[src/rtl/tlu_pkg.sv]
package tlu_pkg;
  // Accumulator width: data width plus enough guard bits for N terms.
  function automatic int acc_width(input int n, input int dw);
    return dw + $clog2(n + 1);
  endfunction
endpackage

[src/rtl/tlu_cfg_regs.sv]
module tlu_cfg_regs #(
  parameter int N      = 4,
  parameter int DATA_W = 8,
  localparam int ADDR_W = $clog2(N + 1)
) (
  input  logic                   clk_i,
  input  logic                   rst_ni,
  input  logic                   wr_en_i,
  input  logic [ADDR_W-1:0]      wr_addr_i,
  input  logic [DATA_W-1:0]      wr_data_i,
  output logic [N-1:0][DATA_W-1:0] weight_o,
  output logic [DATA_W-1:0]      thr_o
);
  logic [N-1:0][DATA_W-1:0] w_q;
  logic [DATA_W-1:0]        thr_q;
  logic                     thr_sel;

  assign thr_sel = wr_en_i && (wr_addr_i == ADDR_W'(N));

  for (genvar i = 0; i < N; i++) begin : g_w
    logic sel;
    assign sel = wr_en_i && (wr_addr_i == ADDR_W'(i));
    always_ff @(posedge clk_i or negedge rst_ni) begin
      if (!rst_ni)  w_q[i] <= '0;
      else if (sel) w_q[i] <= wr_data_i;
    end
  end

  always_ff @(posedge clk_i or negedge rst_ni) begin
    if (!rst_ni)      thr_q <= '0;
    else if (thr_sel) thr_q <= wr_data_i;
  end

  assign weight_o = w_q;
  assign thr_o    = thr_q;


  hold_idle_chk: assert property (@(posedge clk_i) disable iff (!rst_ni)
    !wr_en_i |=> ($stable(w_q) && $stable(thr_q)));

  bad_addr_ignored_chk: assert property (@(posedge clk_i) disable iff (!rst_ni)
    (wr_en_i && wr_addr_i > ADDR_W'(N)) |=> ($stable(w_q) && $stable(thr_q)));

  thr_load_chk: assert property (@(posedge clk_i) disable iff (!rst_ni)
    (wr_en_i && wr_addr_i == ADDR_W'(N)) |=> (thr_q == $past(wr_data_i)));

  weight_wr_keeps_thr_chk: assert property (@(posedge clk_i) disable iff (!rst_ni)
    (wr_en_i && wr_addr_i < ADDR_W'(N)) |=> $stable(thr_q));
endmodule

[src/rtl/tlu_sum.sv]
module tlu_sum #(
  parameter int N      = 4,
  parameter int DATA_W = 8,
  localparam int ACC_W = tlu_pkg::acc_width(N, DATA_W)
) (
  input  logic [N-1:0]             x_i,
  input  logic [N-1:0][DATA_W-1:0] weight_i,
  output logic signed [ACC_W-1:0]  net_o
);
  logic signed [ACC_W-1:0] term [N];

  for (genvar i = 0; i < N; i++) begin : g_term
    assign term[i] = x_i[i] ?
      {{(ACC_W-DATA_W){weight_i[i][DATA_W-1]}}, weight_i[i]} : '0;
  end

  always_comb begin
    net_o = '0;
    for (int i = 0; i < N; i++) net_o = net_o + term[i];
  end

  // inactive inputs contribute nothing
  zero_in_zero_net_chk: assert property (@(x_i) (x_i == '0) |-> (net_o == '0));
endmodule

[src/rtl/tlu_cmp.sv]
module tlu_cmp #(
  parameter int DATA_W = 8,
  parameter int ACC_W  = 11
) (
  input  logic signed [ACC_W-1:0] net_i,
  input  logic [DATA_W-1:0]       thr_i,
  output logic                    fire_o
);
  logic signed [ACC_W-1:0] thr_ext;
  assign thr_ext = {{(ACC_W-DATA_W){thr_i[DATA_W-1]}}, thr_i};
  assign fire_o  = (net_i >= thr_ext);
endmodule

[src/rtl/tlu_neuron.sv]
module tlu_neuron #(
  parameter int N      = 4,
  parameter int DATA_W = 8,
  localparam int ADDR_W = $clog2(N + 1),
  localparam int ACC_W  = tlu_pkg::acc_width(N, DATA_W)
) (
  input  logic              clk_i,
  input  logic              rst_ni,
  input  logic              wr_en_i,
  input  logic [ADDR_W-1:0] wr_addr_i,
  input  logic [DATA_W-1:0] wr_data_i,
  input  logic [N-1:0]      x_i,
  output logic              fire_o
);
  logic [N-1:0][DATA_W-1:0] weight;
  logic [DATA_W-1:0]        thr;
  logic signed [ACC_W-1:0]  net;

  tlu_cfg_regs #(.N(N), .DATA_W(DATA_W)) u_cfg (
    .clk_i, .rst_ni, .wr_en_i, .wr_addr_i, .wr_data_i,
    .weight_o(weight), .thr_o(thr)
  );

  tlu_sum #(.N(N), .DATA_W(DATA_W)) u_sum (
    .x_i, .weight_i(weight), .net_o(net)
  );

  tlu_cmp #(.DATA_W(DATA_W), .ACC_W(ACC_W)) u_cmp (
    .net_i(net), .thr_i(thr), .fire_o
  );

  // all-zero inputs fire exactly when threshold is not positive
  zero_input_fire_chk: assert property (@(posedge clk_i) disable iff (!rst_ni)
    (x_i == '0) |-> (fire_o == ($signed(thr) <= 0)));
  // net bounded by N times the largest weight magnitude
  no_overflow_chk: assert property (@(posedge clk_i) disable iff (!rst_ni)
    (net >= -ACC_W'(N << (DATA_W-1))) && (net <= ACC_W'(N * ((1 << (DATA_W-1)) - 1))));
endmodule

[config.mk]
export PLATFORM = sky130hd
export DESIGN_NAME = tlu_neuron
export DESIGN_NICKNAME = d
export VERILOG_FILES = /design/src/rtl/tlu_pkg.sv /design/src/rtl/tlu_cfg_regs.sv /design/src/rtl/tlu_sum.sv /design/src/rtl/tlu_cmp.sv /design/src/rtl/tlu_neuron.sv
export SDC_FILE = /design/constraint.sdc
export NUM_CORES = 1
export LEC_CHECK = 0
export BUFFER_PORTS_ARGS = -buffer_cell sky130_fd_sc_hd__buf_2
export CAP_MARGIN = 15
export CORE_MARGIN = 1
export CORE_UTILIZATION = 44
export CTS_CLUSTER_SIZE = 12
export DETAILED_ROUTE_END_ITERATION = 8
export HOLD_SLACK_MARGIN = 0.02
export PLACE_DENSITY = 0.67
export SETUP_SLACK_MARGIN = 0.5
export SYNTH_ARGS = -nofsm -noshare
export SYNTH_HDL_FRONTEND = slang
export SYNTH_SLANG_ARGS = --single-unit
export TNS_END_PERCENT = 20
[constraint.sdc]
create_clock -name clk_i -period 3.15 [get_ports clk_i]
set_input_delay 0 -clock clk_i [delete_from_list [all_inputs] [get_ports clk_i]]
set_output_delay 0 -clock clk_i [all_outputs]
set_load 0.1 [all_outputs]
* Yosys cells after proc, flatten, opt, wreduce, memory -nomap -nowiden *
Cells that the tools add are included.

cells by class
  add/sub/neg operators = 3
  $lt $le $gt $ge = 1
  equal/unequal tests = 4
  mux-type cells = 4
  reduce and logical (&&, ||, !) cells = 6

operator list
  operator            number
  $mux 11             4
  $add 11x11->11      3
  $ge 11x8->1         1
  $eq 3x2->1 const B  2
  $logic_and 1x1->1   5
  $eq 3x1->1 const B  1
  $eq 3x3->1 const B  1
  $logic_not 3->1     1

word-level totals
  bits in registers = 40
  logic and storage cells = 23

* Longest topological paths before layout *
Gate-level depths: netlist of run 1.

  depth after elaboration = 5
  depth in mapped cells = 18

* Hierarchy *
From an unflattened synthesis of run 1, not the netlist that was laid out.

second synthesis, totals
  cells, all modules = 251
  area, all modules = 2,816.5 um^2

by module, submodules not included
  module        times used  cells an instance  area each (um^2)
  tlu_cfg_regs  1           88                 1,529.0
  tlu_sum       1           125                1,018.5
  tlu_cmp       1           38                 269.0

* Least setup slack after synthesis of run 1 *
No wires, ideal clock.

  kind = reg2out
  start = register u_cfg.w_q, in the netlist u_cfg.weight_o[25]
  end = output port fire_o
  arrival = 4.744 ns
  data required time = 3.150 ns
  slack = -1.594 ns
  stages on the path, launching flop included = 18
  buffers on the path = 0
  cell sequence = dfrtp_1 and2_1 fa_1 inv_1 fa_1 inv_1 ha_1 inv_1 fa_1 nor2b_4 o21a_1 nor2_1 xnor2_1 ha_1 nand2_1 nor3_1 o2111ai_1 a21oi_1

between the ends
  longest elaborated chain between the ends = 3

ends and longest elaborated chain
  element                           RTL line            source
  start: declaration                tlu_cfg_regs.sv:14  logic [N-1:0][DATA_W-1:0] w_q;
  start signal: indexed assignment  tlu_cfg_regs.sv:25  else if (sel) w_q[i] <= wr_data_i;
  $mux 11                           tlu_sum.sv:13       assign term[i] = x_i[i] ?
  $add 11x11->11                    tlu_sum.sv:19       for (int i = 0; i < N; i++) net_o = net_o + term[i];
  $ge 11x8->1                       tlu_cmp.sv:11       assign fire_o = (net_i >= thr_ext);
  end: declaration                  tlu_neuron.sv:13    output logic fire_o

No other way between the ends.

* Final worst setup path of run 1 *
  start = register u_cfg.w_q, in the netlist u_cfg.weight_o[17]
  end = output port fire_o

between the ends
  longest elaborated chain between the ends = 4

ends and longest elaborated chain
  element                       RTL line
  $mux 11                       tlu_sum.sv:13
  $add 11x11->11 (2 in series)  tlu_sum.sv:19
  $ge 11x8->1                   tlu_cmp.sv:11

No other way between the ends.

==> impl_metrics.py, run 1 <==
metrics = {
    "synth": {
        "yosysSeqAreaShare": 0.363,
        "synth-xor-area-share": 0.0222,
        "synth_area_um2": 2760,
        "synthCells": 248,
        "yosys.area_share.simple": 0.145,
        "synth_compound_area_frac": 0.0667,
        "synth_ff_type": "dfrtp_1",
        "synth-edff-count": 0,
        "synth-async-reset-ratio": 1.00,
        "avgSynthCellArea_um2": 11.1,
        "synth-seq-cells": 40,
        "yosysWarnings": 0,
        "synth_cell_types": 35,
        "synth_top_family_by_area": "adder cells",
        "yosys.area_share.adder": 0.219,
        "synth_fp_nets": 304,
        "synthMuxAreaShare": 0.138,
    },
    "clock_tree": {
        "post_cts_buffers": 0,
        "cts_buffers": 5,
        "cts_sinks": 40,
        "cts.reportedPaths.clkPinSlew_ns": 0.08,
        "clockRootBuffer": "clkbuf_8",
        "tritoncts": "built",
        "insertion_delay_ns": 0.28,
        "htreeDepth": 2,
        "cts_max_path_buffers": 2,
    },
    "critical_path": {
        "cp.arrival_ns": 3.91,
        "crit_start": "u_cfg.weight_o[17]",
        "r2r_start": "u_cfg.weight_o[22]",
        "critPathKind": "flop to primary output",
        "required_ns": 3.15,
        "start_kind": "flop",
        "cp-end-kind": "primary output",
        "cp_max_fo": 3,
    },
    "floorplanning": {
        "die_h_um": 81.2,
        "coreArea_um2": 5990,
        "die_area_um2": 6590,
        "start_util": 0.460,
        "die_w_um": 81.2,
        "ios": 19,
        "rows": 28,
    },
    "place": {
        "detailed_place_hpwl_mm": 3.96,
        "globalplace.congestion": 0.759,
        "port_buffers": 18,
    },
    "sta": {
        "fin_crit_sh": 1.24,
        "timing.hold.ws_ns": 0.0292,
        "final_max_slew_viol_count": 0,
        "layout_setup_ws_ns": -0.760,
        "tightest_slew_ns": 0.938,
        "period_needed_ns": 3.91,
        "fmax_mhz": 256,
        "rsz0062_at_grt": "true",
        "skew_ns": 0,
        "slew_headroom": 0.375,
        "finalSetupViolations": 1,
        "hold_viol": 0,
    },
    "route": {
        "vias": 1866,
        "drt_iter0_drc": 42,
        "wl_per_cell_um": 13.9,
        "ant_nets": 0,
        "drt-total-wl_mm": 5.24,
        "vias_per_cell": 4.96,
        "dr.pass1.iters": 4,
        "drc": 0,
    },
    "global_routing": {
        "grt_max_degree": 41,
        "grtUsageTotal": 0.192,
        "grt_pass1_vias": 1985,
        "grt_antenna_before_repair": 0,
        "grt_overflow": 0,
        "grt_pass1_wl_mm": 9.32,
    },
    "layout": {
        "drive_above_1_share": 0.329,
        "areaGrowthSynthToFinish_pct": 23.7,
        "mostFrequentLayoutCell": "dfrtp_1",
        "num-nets-final": 356,
        "fillers": 516,
        "diodes": 0,
        "mostFrequentLayoutCells": "40 x dfrtp_1, 26 x inv_1, 25 x mux2_2",
        "post-route-util": 0.569,
    },
    "run_status": {
        "outcome": "finished with violations",
        "violations": "negative setup slack",
    },
    "power_and_ir_drop": {
        "peakVddDrop_mv": 1.62,
        "p_per_area_nw_per_um2": 896,
        "p_leak_nw": 1.59,
        "total_power_w": 0.00306,
    },
    "hold_path": {
        "holdCritStartpoint": "wr_data_i[5]",
        "holdCritPathClass": "primary input to flop",
    },
    "flow_run": {
        "cap_violations": 0,
    },
}
[synth_stat cells (2+ instances only)]
| cell type | count | area share |
|---|---|---|
| inv_1 | 30 | 0.041 |
| nor2b_4 | 2 | 0.010 |
| fa_1 | 17 | 0.12 |
| nand2_1 | 22 | 0.030 |
| mux2_2 | 25 | 0.10 |
| dfrtp_1 | 40 | 0.36 |
| nand3_2 | 2 | 0.0073 |
| nand3_1 | 3 | 0.0054 |
| mux2_1 | 8 | 0.033 |
| xnor2_1 | 7 | 0.022 |
| o21ai_0 | 10 | 0.018 |
| and2_1 | 24 | 0.054 |
| nor2_1 | 7 | 0.0095 |
| ha_1 | 21 | 0.095 |
| nor3_1 | 2 | 0.0036 |
| a21o_1 | 3 | 0.0082 |
| a21oi_1 | 7 | 0.013 |
[metal layers]
layer / global-route usage / share of wire / vias to the layer above
met4: 0.0661 / 0.013 / 0
met1: 0.266 / 0.51 / 914
met5: 0 / 0 / -
met3: 0.0270 / 0.012 / 6
li1: - / - / 931
met2: 0.306 / 0.46 / 15
[registers in the layout, summed over array words and instances (netlist names)]
name,cells
u_cfg.thr_o,8
u_cfg.weight_o,32
[where the power goes]
part           internal, W  switching, W  total [W]
sequential        0.000624     0.0000447   0.000669
combinational     0.000961       0.00102    0.00198
clock             0.000235      0.000171   0.000406
total              0.00182       0.00124    0.00306
[critical path, stage by stage, from the launching register on]
cell       delay (ns)
dfrtp_1          0.38
and2_1           0.17
fa_1             0.50
inv_1            0.05
fa_1             0.44
inv_2            0.08
ha_4             0.15
inv_2            0.04
fa_2             0.38
nor2b_4          0.13
o21a_1           0.13
nor2_1           0.04
xnor2_1          0.12
ha_1             0.28
nand2_1          0.08
nor3_2           0.14
o2111ai_2        0.18
a21oi_4          0.17
buf_12           0.19
[final cells by class]
type	count	area, µm²	share of cell area
Sequential cell	40	1000	0.293
Clock buffer	6	72.6	0.0213
Multi-Input combinational cell	176	1750	0.514
Tap cell	75	93.8	0.0275
Clock inverter	2	35.0	0.0103
Inverter	30	113	0.0330
Timing Repair Buffer	47	343	0.101
[repair_timing]
| item | in CTS | in global routing |
|---|---|---|
| pin swaps | 2 | 0 |
| endpoints found under the setup margin | 1 | 1 |
| gates cloned | 0 | 0 |
| gates resized for setup | 5 | 2 |
| hold buffers | 8 | 0 |
| endpoints found under the hold margin | 69 | 0 |
[path summary, 6_finish.rpt]
| kind | slack, ns | end | cells past startpoint |
|---|---|---|---|
| min in group asynchronous | 0.41 | u_cfg.weight_o[24] | 2 |
| min reg2reg | 0.49 | u_cfg.weight_o[23] | 1 |
| max in group asynchronous | 2.14 | u_cfg.weight_o[7] | 2 |
| min | 0.03 | u_cfg.weight_o[21] | 2 |
| max | -0.76 | fire_o | 18 |
| max reg2reg | 2.37 | u_cfg.weight_o[22] | 1 |
[cell families after synthesis]
family,Yosys count
AND/OR/NAND/NOR,69
flip-flops,40
adder cells (fa/ha/maj),38
multiplexers,34
buffers and inverters,32
AO/OA/AOI/OAI,28
XOR/XNOR,7
[through the flow]
step	setup TNS, ns	worst slack (ns)	cells	instance area [µm²]
final	-0.760	-0.760	376	3410
after global routing	-0.980	-0.980	376	3410
after CTS	-0.771	-0.771	376	3400
after detailed placement	-0.494	-0.494	360	3190
after global placement	-0.471	-0.471	360	3190
after floorplan	-0.580	-0.580	248	2840
Power figures use the tool's default switching activity.
==> run 2, diff against run 1 <==
==> constraint.sdc (replaced) <==
create_clock -name clk_i -period 3.15 [get_ports clk_i]
set_input_delay 0.315 -clock clk_i [delete_from_list [all_inputs] [get_ports clk_i]]
set_output_delay 0.315 -clock clk_i [all_outputs]
set_load 0.1 [all_outputs]
==> impl_metrics.py, run 2 (synthesis results as in run 1) <==
metrics = {
    "place": {
        "pre_cts_ws_ns": -0.973,
        "detailed_place_hpwl_mm": 4.11,
        "globalplace.congestion": 0.766,
        "dp.cells": 360,
        "port_buffers": 18,
    },
    "route": {
        "dr.pass1.iters": 4,
        "wl_per_cell_um": 14.1,
        "drt-total-wl_mm": 5.20,
        "vias": 1818,
        "drc": 0,
        "ant_nets": 0,
        "drt_iter0_drc": 47,
        "vias_per_cell": 4.93,
    },
    "critical_path": {
        "start_kind": "flop",
        "r2r_start": "u_cfg.weight_o[26]",
        "critPathKind": "flop to primary output",
        "worstPathCellList": "and2_4 -> fa_1 -> inv_1 -> fa_1 -> inv_2 -> ha_4 -> inv_2 -> fa_2 -> nor2b_4 -> o21a_1 -> nor2_1 -> xnor2_1 -> ha_1 -> nand2_2 -> o21ai_2 -> o2111ai_2 -> a21oi_4 -> buf_12",
        "cp.arrival_ns": 3.96,
        "rr_endpoint": "u_cfg.weight_o[26]",
        "regToRegSetupSlack_ns": 2.28,
        "cp_max_fo": 3,
        "cp-end-kind": "primary output",
        "critical_path.top_delay_family": "adder cells",
        "crit_path_top_delay_cell": "fa_1",
        "reg2reg_depth": 2,
        "slowest_delay_ns": 0.53,
        "required_ns": 2.83,
        "crit_buf_inv": 4,
    },
    "global_routing": {
        "grt_max_degree": 41,
        "grt_pass1_vias": 1952,
        "grtUsageTotal": 0.188,
        "grt_pass1_wl_mm": 9.22,
        "grt_antenna_before_repair": 0,
        "grt_overflow": 0,
    },
    "layout": {
        "largest_reg_flops": 32,
        "stdcell_count": 369,
        "areaGrowthSynthToFinish_pct": 20.7,
        "diodes": 0,
        "num-nets-final": 349,
        "mostFrequentLayoutCells": "40 x dfrtp_1, 26 x inv_1, 25 x mux2_2",
        "drive_above_1_share": 0.337,
        "mostFrequentLayoutCell": "dfrtp_1",
    },
    "sta": {
        "fmax_mhz": 234,
        "finalSetupViolations": 1,
        "fin_crit_sh": 1.36,
        "skew_ns": 0,
        "layout_setup_ws_ns": -1.13,
        "rsz0062_at_grt": "true",
        "tightest_slew_ns": 0.895,
        "fin_setup_tns_ns": -1.13,
        "period_needed_ns": 4.28,
        "hold_viol": 0,
        "slew_headroom": 0.404,
        "final_max_slew_viol_count": 0,
    },
    "hold_path": {
        "holdCritPathClass": "primary input to asynchronous set/reset pin",
    },
    "clock_tree": {
        "cts_hold_buf": 0,
        "insertion_delay_ns": 0.29,
        "cts_buffers": 5,
        "htreeDepth": 2,
        "cts.reportedPaths.clkPinSlew_ns": 0.07,
        "tritoncts": "built",
        "cts_max_path_buffers": 2,
        "cts_sinks": 40,
        "clockRootBuffer": "clkbuf_8",
    },
    "floorplanning": {
        "coreArea_um2": 5990,
        "die_area_um2": 6590,
        "die_h_um": 81.2,
        "die_w_um": 81.2,
        "rows": 28,
        "start_util": 0.460,
        "ios": 19,
    },
    "power_and_ir_drop": {
        "p_per_area_nw_per_um2": 909,
        "peakVddDrop_mv": 1.41,
        "p_leak_nw": 1.56,
    },
    "run_status": {
        "outcome": "finished with violations",
        "violations": "negative setup slack",
    },
    "flow_run": {
        "cap_violations": 0,
    },
}
run 2: worst max path at each step:
stage                                  start      to  slack, ns  cells past startpoint
after detailed placement              x_i[3]  fire_o      -0.97                     17
after global routing      u_cfg.weight_o[26]  fire_o      -1.32                     16
after CTS                 u_cfg.weight_o[25]  fire_o      -1.13                     18
final                     u_cfg.weight_o[25]  fire_o      -1.13                     18
after global placement                x_i[3]  fire_o      -0.92                     19
after floorplan           u_cfg.weight_o[25]  fire_o      -0.90                     17
run 2: layout make-up:
class                   count  area, µm²
flip-flops and latches     40       1000
fillers                   510       2660
multi-input cells         176       1760
repair buffers             40        274
well taps                  75       93.8
inverters                  30        113
clock buffers               8       90.1
run 2: metrics by stage:
stage	hold WS [ns]	area (µm²)	power, W	util
2_1_floorplan	0.0194	2840	0.00200	-
3_3_place_gp	0.460	3190	0.00253	0.532
3_5_place_dp	0.469	3190	0.00257	0.532
4_1_cts	0.182	3300	0.00301	0.551
5_1_grt	0.218	3330	0.00331	0.556
6_report	0.153	3330	0.00302	0.556
run 2: timing repair:
item,4_1_cts,5_1_grt
setup buffers,0,1
pin swaps,0,7
endpoints found under the setup margin,1,1
gates resized for setup,5,4
run 2: layer usage:
metal	global-route usage	routed length (µm)	part of all wire
met1	0.256	2620	0.50
met2	0.305	2430	0.47
met3	0.0348	78	0.015
met4	0.0554	73	0.014
met5	0	0	0
run 2: worst register-to-register path, cell delays in order, from the launching register on:
cell and delay (ns):
dfrtp_1 0.38, buf_4 0.13, mux2_2 0.25
run 2: power breakdown:
part	switching [W]	internal, W
clock network	0.000162	0.000178
registers	0.0000464	0.000625
logic	0.00103	0.000978
total	0.00124	0.00178
==> run 3, diff against run 2 <==
--- a/config.mk
+++ b/config.mk
@@ -12,9 +12,10 @@
 export CTS_CLUSTER_SIZE = 12
 export DETAILED_ROUTE_END_ITERATION = 8
 export HOLD_SLACK_MARGIN = 0.02
-export PLACE_DENSITY = 0.67
+export PLACE_DENSITY_LB_ADDON = 0.12
 export SETUP_SLACK_MARGIN = 0.5
 export SYNTH_ARGS = -nofsm -noshare
 export SYNTH_HDL_FRONTEND = slang
+export SYNTH_HIERARCHICAL = 1
 export SYNTH_SLANG_ARGS = --single-unit
 export TNS_END_PERCENT = 20
==> impl_metrics.py, run 3 <==
metrics = {
    "synth": {
        "synth_area_leaders": "dfrtp_1 36%, mux2_2 16%, fa_1 12%, ha_1 9.3%, inv_1 5.1%",
        "synth-async-reset-ratio": 1.00,
        "avgSynthCellArea_um2": 11.2,
        "synthCells": 251,
        "synth_fp_nets": 307,
        "yosysSeqAreaShare": 0.355,
        "yosysTopAreaCell": "dfrtp_1",
        "synth_ff_type": "dfrtp_1",
        "synth_area_um2": 2820,
        "synth-seq-cells": 40,
        "synth_cell_types": 35,
        "yosysWarnings": 6,
        "synth-edff-count": 0,
        "synth_top_cell_area_share": 0.355,
        "yosys-top-cells-count": "40 x dfrtp_1, 40 x mux2_2, 38 x inv_1",
    },
    "layout": {
        "drive_above_1_share": 0.367,
        "largest_reg_flops": 32,
        "stdcell_count": 375,
        "mostFrequentLayoutCells": "40 x mux2_2, 40 x dfrtp_1, 37 x inv_1",
        "num-nets-final": 355,
        "fillers": 537,
        "final_cell_area_um2": 3360,
        "diodes": 0,
        "areaGrowthSynthToFinish_pct": 19.4,
    },
    "sta": {
        "layout_setup_ws_ns": -1.29,
        "tightest_slew_ns": 0.941,
        "final_max_slew_viol_count": 0,
        "rsz0062_at_grt": "true",
        "fin_crit_sh": 1.41,
        "fin_setup_tns_ns": -1.29,
        "skew_ns": 0,
        "period_needed_ns": 4.44,
        "slew_headroom": 0.373,
        "finalSetupViolations": 1,
        "hold_viol": 0,
        "fmax_mhz": 225,
    },
    "critical_path": {
        "cp_max_fo": 3,
        "cp.arrival_ns": 4.12,
        "cp-end-kind": "primary output",
        "start_kind": "flop",
        "required_ns": 2.83,
        "critPathKind": "flop to primary output",
    },
    "clock_tree": {
        "cts_max_path_buffers": 2,
        "tritoncts": "built",
        "cts.reportedPaths.clkPinSlew_ns": 0.08,
        "cts_sinks": 40,
        "clockRootBuffer": "clkbuf_8",
        "insertion_delay_ns": 0.29,
        "cts_hold_buf": 0,
        "htreeDepth": 2,
        "cts_buffers": 5,
    },
    "run_status": {
        "outcome": "finished with violations",
        "violations": "negative setup slack",
    },
    "floorplanning": {
        "die_h_um": 82.0,
        "die_area_um2": 6720,
        "coreArea_um2": 6060,
        "rows": 28,
        "ios": 19,
        "die_w_um": 82.0,
        "start_util": 0.465,
    },
    "place": {
        "dp.cells": 366,
        "pre_cts_ws_ns": -1.17,
        "detailed_place_hpwl_mm": 4.36,
        "place_area_um2": 3220,
        "globalplace.congestion": 0.796,
        "port_buffers": 18,
    },
    "global_routing": {
        "grt_antenna_before_repair": 0,
        "grt_pass1_vias": 1955,
        "grt_max_degree": 41,
        "grtUsageTotal": 0.185,
        "grt_pass1_wl_mm": 9.24,
        "grt_overflow": 0,
    },
    "power_and_ir_drop": {
        "p_per_area_nw_per_um2": 920,
        "total_power_w": 0.00309,
        "peakVddDrop_mv": 1.83,
        "p_leak_nw": 1.60,
    },
    "route": {
        "vias_per_cell": 5.00,
        "drt-total-wl_mm": 5.46,
        "wl_per_cell_um": 14.6,
        "drt_iter0_drc": 40,
        "drc": 0,
        "vias": 1874,
        "dr.pass1.iters": 2,
        "ant_nets": 0,
    },
    "hold_path": {
        "holdCritPathClass": "primary input to asynchronous set/reset pin",
    },
    "flow_run": {
        "cap_violations": 0,
    },
}
[run 3: layer usage]
metal | vias up | track usage | part of all wire
li1 | 943 | - | -
met3 | 6 | 0.0300 | 0.015
met4 | 0 | 0.0526 | 0.014
met1 | 910 | 0.260 | 0.51
met5 | - | 0 | 0
met2 | 15 | 0.294 | 0.46
[run 3: path summary, 6_finish.rpt]
kind	from	to	slack, ns	depth (start not counted)
max	u_cfg/weight_o[17]	fire_o	-1.29	19
min	rst_ni	u_cfg/weight_o[31]	0.16	1
max reg2reg	u_cfg/weight_o[17]	u_cfg/weight_o[17]	2.37	1
min reg2reg	u_cfg/weight_o[14]	u_cfg/weight_o[14]	0.50	1
max in group asynchronous	rst_ni	u_cfg/thr_o[2]	2.40	1
min in group clk_i	wr_data_i[7]	u_cfg/thr_o[7]	0.33	2
[run 3: worst max-delay path, stage by stage, from the launching register on]
cell,delay (ns)
dfrtp_1,0.41
and2_4,0.17
fa_1,0.49
inv_1,0.05
fa_1,0.42
inv_1,0.07
ha_2,0.18
inv_2,0.04
fa_2,0.35
nor2b_1,0.12
o21ai_1,0.10
nor2b_1,0.15
xnor2_1,0.13
ha_1,0.33
nand4_1,0.13
nor2_1,0.15
a211oi_2,0.06
buf_4,0.13
o22ai_4,0.16
buf_12,0.19
[run 3: kinds of logic after synthesis]
logic type,count (synthesis),synth area share
flops,40,0.355
simple gates,62,0.127
mux,41,0.163
fa+ha+maj,38,0.214
compound gates,24,0.0684
buf+inv,41,0.0560
xor+xnor,5,0.0155
[run 3: report_power, final]
part           leakage [nW]  internal [W]  switching (W)  total [W]
logic                  1.06      0.000980        0.00102    0.00200
registers             0.480      0.000626      0.0000542   0.000680
clock network        0.0552      0.000235       0.000180   0.000415
total                  1.60       0.00184        0.00125    0.00309
[run 3: layout make-up]
| class | count | area, µm² | area share |
|---|---|---|---|
| Multi-Input combinational cell | 170 | 1720 | 0.511 |
| Inverter | 38 | 143 | 0.0424 |
| Clock inverter | 2 | 35.0 | 0.0104 |
| Sequential cell | 40 | 1000 | 0.298 |
| Tap cell | 75 | 93.8 | 0.0279 |
| Clock buffer | 6 | 72.6 | 0.0216 |
| Timing Repair Buffer | 44 | 300 | 0.0893 |
[run 3: timing repair]
item / in CTS / in global routing
gates resized for setup: 2 / 4
endpoints found under the setup margin: 1 / 1
pin swaps: 4 / 0
setup buffers: 1 / 0
[run 3: through the flow]
stage	util	hold WS [ns]
finish	0.555	0.164
global route	0.555	0.234
CTS	0.552	0.182
detailed placement	0.531	0.488
global placement	0.531	0.481
floorplan	-	0.0194
